$ cat src/rtl/seg_guard.sv
module seg_guard #(
  parameter int SEG_W  = 3,
  parameter int ADDR_W = 16
) (
  input  logic              clk,
  input  logic              rst_n,
  input  logic              req_valid,
  input  logic [SEG_W-1:0]  req_seg,
  input  logic [ADDR_W-1:0] req_off,
  input  logic [1:0]        req_type,
  input  logic              wr_en,
  input  logic [SEG_W-1:0]  wr_seg,
  input  logic              wr_valid,
  input  logic [ADDR_W-1:0] wr_base,
  input  logic [ADDR_W-1:0] wr_limit,
  input  logic [2:0]        wr_perm,
  output logic              rsp_valid,
  output logic              rsp_fault,
  output logic [1:0]        rsp_cause,
  output logic [ADDR_W-1:0] rsp_addr
);
  localparam int NSEG = 1 << SEG_W;
  localparam logic [1:0] C_NONE = 2'd0;
  localparam logic [1:0] C_INV  = 2'd1;
  localparam logic [1:0] C_LIM  = 2'd2;
  localparam logic [1:0] C_PERM = 2'd3;

  logic [ADDR_W-1:0] base_q  [NSEG];
  logic [ADDR_W-1:0] limit_q [NSEG];
  logic [2:0]        perm_q  [NSEG];
  logic [NSEG-1:0]   vld_q;

  always_ff @(posedge clk) begin
    if (!rst_n)
      vld_q <= '0;
    else if (wr_en)
      vld_q[wr_seg] <= wr_valid;
  end

  always_ff @(posedge clk) begin
    if (wr_en) begin
      base_q[wr_seg]  <= wr_base;
      limit_q[wr_seg] <= wr_limit;
      perm_q[wr_seg]  <= wr_perm;
    end
  end

  logic [ADDR_W:0]   sum;
  logic              over;
  logic              allowed;
  logic [1:0]        cause_d;

  assign sum  = {1'b0, base_q[req_seg]} + {1'b0, req_off};
  assign over = sum[ADDR_W] || (sum[ADDR_W-1:0] > limit_q[req_seg]);

  always_comb begin
    case (req_type)
      2'b00:   allowed = perm_q[req_seg][0];
      2'b01:   allowed = perm_q[req_seg][1];
      2'b10:   allowed = perm_q[req_seg][2];
      default: allowed = 1'b0;
    endcase
    if (!vld_q[req_seg]) cause_d = C_INV;
    else if (over)       cause_d = C_LIM;
    else if (!allowed)   cause_d = C_PERM;
    else                 cause_d = C_NONE;
  end

  always_ff @(posedge clk) begin
    if (!rst_n) begin
      rsp_valid <= 1'b0;
      rsp_fault <= 1'b0;
      rsp_cause <= C_NONE;
      rsp_addr  <= '0;
    end else begin
      rsp_valid <= req_valid;
      rsp_fault <= req_valid && (cause_d != C_NONE);
      rsp_cause <= req_valid ? cause_d : C_NONE;
      rsp_addr  <= (req_valid && cause_d == C_NONE) ? sum[ADDR_W-1:0] : '0;
    end
  end

  p_rsp_follows_req_r9: assert property (@(posedge clk) disable iff (!rst_n)
    req_valid |=> rsp_valid);
  p_no_spurious_rsp_r9: assert property (@(posedge clk) disable iff (!rst_n)
    !req_valid |=> (!rsp_valid && !rsp_fault && rsp_addr == '0));
  p_fault_zero_addr_r8: assert property (@(posedge clk) disable iff (!rst_n)
    rsp_fault |-> (rsp_addr == '0 && rsp_valid));
  p_invalid_cause_r6: assert property (@(posedge clk) disable iff (!rst_n)
    (req_valid && !vld_q[req_seg]) |=> (rsp_cause == C_INV));
  p_write_next_r10: assert property (@(posedge clk) disable iff (!rst_n)
    wr_en |=> (vld_q[$past(wr_seg)] == $past(wr_valid)));
  p_carry_faults_r4: assert property (@(posedge clk) disable iff (!rst_n)
    (req_valid && vld_q[req_seg] && sum[ADDR_W]) |=> (rsp_cause == C_LIM));
endmodule

$ cat config.mk
export PLATFORM = sky130hd
export DESIGN_NAME = seg_guard
export DESIGN_NICKNAME = d
export VERILOG_FILES = /design/src/rtl/seg_guard.sv
export SDC_FILE = /design/constraint.sdc
export NUM_CORES = 1
export LEC_CHECK = 0
export BUFFER_PORTS_ARGS = -buffer_cell sky130_fd_sc_hd__clkbuf_2
export CORE_ASPECT_RATIO = 2
export CORE_MARGIN = 2
export CORE_UTILIZATION = 45
export DETAILED_ROUTE_END_ITERATION = 6
export GPL_TIMING_DRIVEN = 0
export HOLD_SLACK_MARGIN = 0.15
export PLACE_DENSITY_LB_ADDON = 0.2
export SYNTH_ARGS = -nofsm -noshare
export SYNTH_HDL_FRONTEND = slang
export SYNTH_SLANG_ARGS = --single-unit
$ cat constraint.sdc
create_clock -name clk -period 6.7 [get_ports clk]
set_clock_uncertainty 0.2 [all_clocks]
set_input_delay 1.005 -clock clk [delete_from_list [all_inputs] [get_ports clk]]
set_output_delay 1.005 -clock clk [all_outputs]
set_load 0.05 [all_outputs]
==> results of run 1 <==
routing by layer:
layer,vias up,GRT usage (%)
met5,-,0
met2,152,29.95
li1,2934,-
met3,38,2.311
met4,0,5.274
met1,3294,25.16
metrics by stage:
| step | util (%) | power [mW] | hold slack [ns] | TNS (ns) |
|---|---|---|---|---|
| after floorplan | - | 2.536 | 0.2539 | 0 |
| after global placement | 48.49 | 2.675 | 0.2649 | -40.13 |
| after detailed placement | 49.45 | 2.693 | 0.2795 | -17.18 |
| after CTS | 52.79 | 4.273 | 0.2886 | 0 |
| after global routing | 52.83 | 4.396 | 0.3233 | 0 |
| final | 52.83 | 4.230 | 0.2870 | 0 |
critical path, cell delays in order:
cell,delay [ns]
buf_2,0.39
buf_1,0.56
mux4_2,0.40
mux2_2,0.30
ha_1,0.27
clkbuf_1,0.28
and4_1,0.29
nor2b_1,0.21
o211ai_1,0.15
nand4b_1,0.12
or3b_2,0.50
ha_1,0.32
and4_4,0.24
nand2_2,0.06
or4b_4,0.54
or3_1,0.37
o21a_1,0.12
buf_6,0.14
buf_12,0.15
nor3b_2,0.20
sequential cells by signal (all words and copies together), names as in the netlist:
name and count:
limit_q 128, perm_q 24, rsp_fault 1, vld_q 8, rsp_cause 2, rsp_valid 1
base_q 128, rsp_addr 16
logic make-up (layout without fill, tap and decap cells):
| kind of cell | after synthesis | count (layout) |
|---|---|---|
| AOI/OAI and AO/OA | 70 | 70 |
| and+or+nand+nor | 93 | 93 |
| muxes | 111 | 111 |
| DFF | 308 | 308 |
| xor gates and xnor gates | 10 | 10 |
| buffers and inverters | 32 | 176 |
| adders and majority gates | 33 | 33 |
placed cells by master, fill, tap and decap left out, types with 4 or more instances in the layout:
master	Yosys	layout
buf_2	10	10
nor2_4	0	6
buf_6	1	8
nor3b_2	6	6
a21boi_0	8	8
nor3_2	4	6
inv_1	5	5
nor3b_1	8	8
mux4_2	72	72
nor2_1	11	5
ha_1	32	32
edfxtp_1	280	280
clkinv_2	0	5
clkbuf_8	0	7
or3_1	4	4
clkbuf_2	0	80
clkbuf_1	10	13
buf_12	1	7
a21o_1	12	12
mux2_2	17	17
clkbuf_16	0	29
and3_1	4	4
nand2b_1	7	7
a21oi_1	17	17
mux2i_1	22	22
nand2_1	23	23
xnor2_1	9	9
o21ai_0	15	15
nor2b_1	5	5
dfxtp_1	28	28
worst paths after layout:
| check | to | cells after the start | startpoint | slack (ns) |
|---|---|---|---|---|
| hold reg to reg | vld_q[6]$_SDFFE_PN0P_ | 2 | vld_q[6]$_SDFFE_PN0P_ | 0.29 |
| setup / recovery | rsp_addr[8]$_SDFF_PN0_ | 20 | req_seg[1] | 0.31 |
| hold / removal | vld_q[6]$_SDFFE_PN0P_ | 2 | vld_q[6]$_SDFFE_PN0P_ | 0.29 |
| setup reg to reg | rsp_addr[8]$_SDFF_PN0_ | 18 | base_q[3][6]$_DFFE_PP_ | 1.30 |
power by group through the flow:
stage	Combinational [mW]	Clock [mW]	Sequential, mW
finish	0.480	1.58	2.17
detailed placement	0.483	0	2.21
CTS	0.486	1.62	2.17
floorplan	0.324	0	2.21
global route	0.532	1.69	2.17
global placement	0.465	0	2.21
what timing repair did:
item | CTS | global route
pin swaps | 0 | 0
setup endpoints to repair | 19 | 19
gates resized for setup | 2 | 3
layout make-up:
| cell class | instances | area (sq um) |
|---|---|---|
| flip-flops and latches | 308 | 8969 |
| clock inverters | 12 | 102.6 |
| well taps | 356 | 445.4 |
| clock buffers | 40 | 837.1 |
| repair buffers | 94 | 614.3 |
| plain buffers | 25 | 137.6 |
| fillers | 2262 | 13200 |
| multi-input cells | 317 | 3656 |
| inverters | 5 | 18.77 |
==> results_dict.tcl, run 1 <==
set metrics [dict create \
    timing.max_cap.violations 0 \
    grt_max_degree 25 \
    crit_type "in2reg" \
    num_vias 6418 \
    drt-met1-wl_mm 11.21 \
    power_density_nw_per_um2 286.2 \
    grt_antenna_before_repair 0 \
    tightest_slew_ns 0.9353 \
    p_comb_share_pct 11.4 \
    synthAdderAreaFrac_pct 3.305 \
    highest_layer "met4" \
    cts_buffers 28 \
    clkLatencyLatePin_ns 0.55 \
    finalHoldViolCount 0 \
    layout.cells.non_filler 1157 \
    drc 0 \
    htreeDepth 1 \
    setup_slack_ns 0.3136 \
    synth_area_sq_um 12720 \
    synth-main-ff-cell "edfxtp_1" \
    synth_area_leaders "edfxtp_1 66%, mux4_2 13%, dfxtp_1 4.4%" \
    cts-hold-fix-buffers 0 \
    synth_warnings 0 \
    coreArea_sq_um 27980 \
    worstPathRequired_ns 6.96 \
    avgSynthCellArea_sq_um 19.36 \
    viasPerCell 5.547 \
    min_period_ns 6.386 \
    grt_pass1_wl_mm 39.63 \
    yosysUniqueCellTypes 56 \
    pre_cts_slack_ns -0.9769 \
    antenna_left 0 \
    grt.total_usage_pct 18.14 \
    period_share_pct 95.32 \
    num_io_pins 84 \
    cts_tree "built" \
    synthTopCellsByCount "280 x edfxtp_1, 72 x mux4_2, 32 x ha_1" \
    swShare_pct 22.50 \
    p_int_mw 3.278 \
    status "finished clean" \
    max_freq_ghz 0.1566 \
    std_cell_rows 87 \
    initial_core_util_pct 45.47 \
    n_antenna_cell 0 \
    synthXorXnorAreaFrac_pct 0.6886 \
    wl_per_cell_microns 22.44 \
    die_x_microns 122.9 \
    post-cts-setup-buffers 0 \
    p_sw_uw 951.7 \
    io_buffers 80 \
    critPathLaunchType "input pin" \
    place_inst 1107 \
    hpwl_mm 17.82 \
    die_y_microns 241.8 \
    arrival_ns 6.65 \
    synthArstFlopShare_pct 0 \
    synth_edf_count 280 \
    dpl-instance-area_sq_um 13830 \
    clock_path_buffers 3 \
    ys_ff_latch 308 \
    rsz0062_at_grt "no" \
    endpoint_kind "flip-flop" \
    drive_above_1_share_pct 33.71 \
    final-setup-viol-count 0 \
    synth_simple_gate_area_share_pct 4.672 \
    netlist_instances 657 \
    synth_top_family_by_area "multiplexers" \
    synth_compound_area_share_pct 3.610 \
    drtIter0Drc 452 \
    final_cell_area_sq_um 14780 \
    first_pass_iters 4 \
    met2WireLength_mm 13.05 \
    p_leak_nw 5.067 \
    peakVddDrop_mv 0.2476 \
    synth_top_area_share_pct 66.10 \
    routed_wl_mm 25.96 \
    p_seq_share_pct 51.3 \
    synth_largest_area_cell "edfxtp_1" \
    cts_root_buffer "clkbuf_16" \
    finalMaxSlewViolations 0 \
    maxSlewHeadroom_pct 37.31 \
    die_area_sq_um 29710 \
    nets 876 \
    cts.sinks 308 \
    area_delta_synth_final_pct 16.20 \
    grt.overflow.total 0 \
    muxShareOfSynthArea_pct 15.98 \
    synth_fp_nets 754 \
    cp_max_fo 17 \
    clkPwrFrac_pct 37.4 \
    place_congestion 0.8684 \
    seq_area_frac_synth_pct 70.51 \
    hp-class "reg2reg" \
    grt_pass1_vias 6776 \
    yosysMostFrequentCell "edfxtp_1" \
    clk_pin_slew_worst_paths_ns 0.06 \
    wl_met3_mm 1.137 \
]
(Power assumes the default switching activity.)
==> inputs of run 2 (changes only) <==
--- a/config.mk
+++ b/config.mk
@@ -6,9 +6,12 @@
 export NUM_CORES = 1
 export LEC_CHECK = 0
 export BUFFER_PORTS_ARGS = -buffer_cell sky130_fd_sc_hd__clkbuf_2
+export CAP_MARGIN = 0
+export CELL_PAD_IN_SITES_DETAIL_PLACEMENT = 0
+export CELL_PAD_IN_SITES_GLOBAL_PLACEMENT = 2
 export CORE_ASPECT_RATIO = 2
 export CORE_MARGIN = 2
-export CORE_UTILIZATION = 45
+export CORE_UTILIZATION = 42
 export DETAILED_ROUTE_END_ITERATION = 6
 export GPL_TIMING_DRIVEN = 0
 export HOLD_SLACK_MARGIN = 0.15
==> run 2 against run 1 <==
  * Setup slack better by 0.16 ns
  * Sequential power barely moved
  * Routed wire length increased by 6.6%
  * Cell count rose by 0.86%
  * Combinational power up 2%
  * Utilization down 3.7 points
  * Count of clock-buffer cells in the layout fell by 7
  * Total power decreased by 1.9%
  * Highest routed layer unchanged
==> results_dict.tcl, run 2 (synthesis gave the netlist of run 1 again) <==
set metrics [dict create \
    antenna_left 0 \
    cp_num_buf_inv 5 \
    layout.cells.non_filler 1167 \
    peakVddDrop_mv 0.2075 \
    post-route-util_pct 49.17 \
    tightest_slew_ns 0.9479 \
    hold_slack_ns 0.2917 \
    area_delta_synth_final_pct 15.79 \
    ff2ff_path_depth 18 \
    n_antenna_cell 0 \
    grt_pass1_vias 6849 \
    num_io_pins 84 \
    multi_input_area_sq_um 3656 \
    cts_tree "built" \
    drc 0 \
    largest_registers "base_q (128), limit_q (128), perm_q (24)" \
    cts.sinks 308 \
    hpwl_mm 18.27 \
    final_common_cell "edfxtp_1" \
    wl_per_cell_microns 23.71 \
    timing.max_cap.violations 0 \
    period_share_pct 92.89 \
    post-cts-setup-buffers 0 \
    seq_area_sq_um 8969 \
    dpl-instance-area_sq_um 13870 \
    rsz0062_at_grt "no" \
    worstPathCellList "clkbuf_4 -> clkbuf_4 -> mux4_2 -> mux2_2 -> ha_1 -> clkbuf_1 -> and4_1 -> nor2b_1 -> o211ai_1 -> nand4b_1 -> or3b_2 -> ha_1 -> and4_4 -> nand2_2 -> or4b_4 -> or3_1 -> o21a_1 -> buf_6 -> buf_12 -> nor3b_2" \
    min_from "vld_q[7]$_SDFFE_PN0P_" \
    crit_type "in2reg" \
    coreArea_sq_um 29950 \
    finalHoldViolCount 0 \
    clk_pin_slew_worst_paths_ns 0.07 \
    cp_max_fo 16 \
    drtIter0Drc 433 \
    grt_pass1_wl_mm 41.54 \
    holdPathStages 2 \
    hp-class "reg2reg" \
    endpoint_kind "flip-flop" \
    std_cell_rows 90 \
    htreeDepth 1 \
    cp_top_family "simple AND/OR/NAND/NOR gates" \
    arrival_ns 6.50 \
    slowest_stage "mux4_2" \
    routed_wl_mm 27.67 \
    grt.total_usage_pct 17.70 \
    power_density_nw_per_um2 281.8 \
    status "finished clean" \
    place_congestion 0.7726 \
    worstPathRequired_ns 6.97 \
    grt_antenna_before_repair 0 \
    p_leak_nw 5.026 \
    first_pass_iters 4 \
    max_freq_ghz 0.1607 \
    place_inst 1119 \
    nets 875 \
    clock_path_buffers 3 \
    final_cell_area_sq_um 14730 \
    cts_root_buffer "clkbuf_16" \
    cts_buffers 27 \
    die_x_microns 127.1 \
    die_area_sq_um 31780 \
    drive_above_1_share_pct 32.92 \
    fill_cells 2475 \
    finalMaxSlewViolations 0 \
    r2r_start "base_q[3][0]$_DFFE_PP_" \
    clkLatencyLatePin_ns 0.55 \
    hold_path_end "vld_q[7]$_SDFFE_PN0P_" \
    most-common-layout-cells "280 x edfxtp_1, 80 x clkbuf_2, 72 x mux4_2, 32 x ha_1, 28 x dfxtp_1" \
    critPathMaxStageDelay_ns 0.53 \
    r2r_slack_ns 1.31 \
    grt_max_degree 22 \
    min_period_ns 6.224 \
    critPathLaunchType "input pin" \
    die_y_microns 250.1 \
    io_buffers 80 \
    final-setup-viol-count 0 \
    initial_core_util_pct 42.46 \
    timing.rr.end "rsp_addr[9]$_SDFF_PN0_" \
    viasPerCell 5.481 \
    maxSlewHeadroom_pct 36.46 \
    grt.overflow.total 0 \
    num_vias 6396 \
]
-- run 2: changes by cell type in the layout (fill, tap and decap cells not counted), sizes merged --
cell,delta
inv,+1
clkbuf,-6
bufinv,+1
clkinv,+3
buf,-1
-- run 2: how the worst max path moves through the flow --
stage,start,endpoint,cells after the start
after floorplan,req_seg[0],rsp_fault$_SDFF_PN0_,20
final,req_seg[0],rsp_addr[9]$_SDFF_PN0_,20
after global routing,req_seg[0],rsp_addr[3]$_SDFF_PN0_,20
after CTS,req_seg[0],rsp_addr[9]$_SDFF_PN0_,20
after global placement,req_seg[0],rsp_fault$_SDFF_PN0_,20
after detailed placement,req_seg[0],rsp_addr[9]$_SDFF_PN0_,21
-- run 2: final cells by class --
cell class,instances,share of cell area [%]
multi-input cells,317,24.82
plain buffers,25,0.9770
well taps,368,3.126
repair buffers,94,4.324
inverters,5,0.1274
clock buffers,33,4.740
flip-flops and latches,308,60.90
clock inverters,17,0.9855
-- run 2: worst min-delay path: stages (launching register included) --
cell      delay (ns)
dfxtp_1         0.31
o21ai_0         0.06
a21boi_0        0.07
-- run 2: through the flow --
| step | worst slack (ns) | power (mW) | TNS, ns |
|---|---|---|---|
| after CTS | 0.08702 | 4.207 | 0 |
| after global routing | 0.1501 | 4.315 | 0 |
| after floorplan | 0.02170 | 2.536 | 0 |
| after global placement | -1.075 | 2.691 | -54.41 |
| final | 0.4761 | 4.150 | 0 |
| after detailed placement | -1.074 | 2.704 | -19.10 |
-- run 2: layer usage --
metal	routed length, microns	vias to the layer above	global-route usage [%]
met1	11510	3268	23.09
met5	0	-	0
met2	14400	156	30.94
met4	573	0	5.086
met3	1193	30	2.456
li1	-	2942	-
-- run 2: power by group --
| group | switching [mW] | internal, mW | leakage [nW] | total [mW] |
|---|---|---|---|---|
| sequential | 0.0123 | 2.16 | 2.77 | 2.17 |
| combinational | 0.276 | 0.213 | 1.85 | 0.488 |
| clock | 0.671 | 0.823 | 0.409 | 1.49 |
-- run 2: what timing repair did --
action | CTS | global route
gates resized for setup | 4 | 4
hold buffers | 0 | 0
endpoints found under the setup margin | 19 | 19
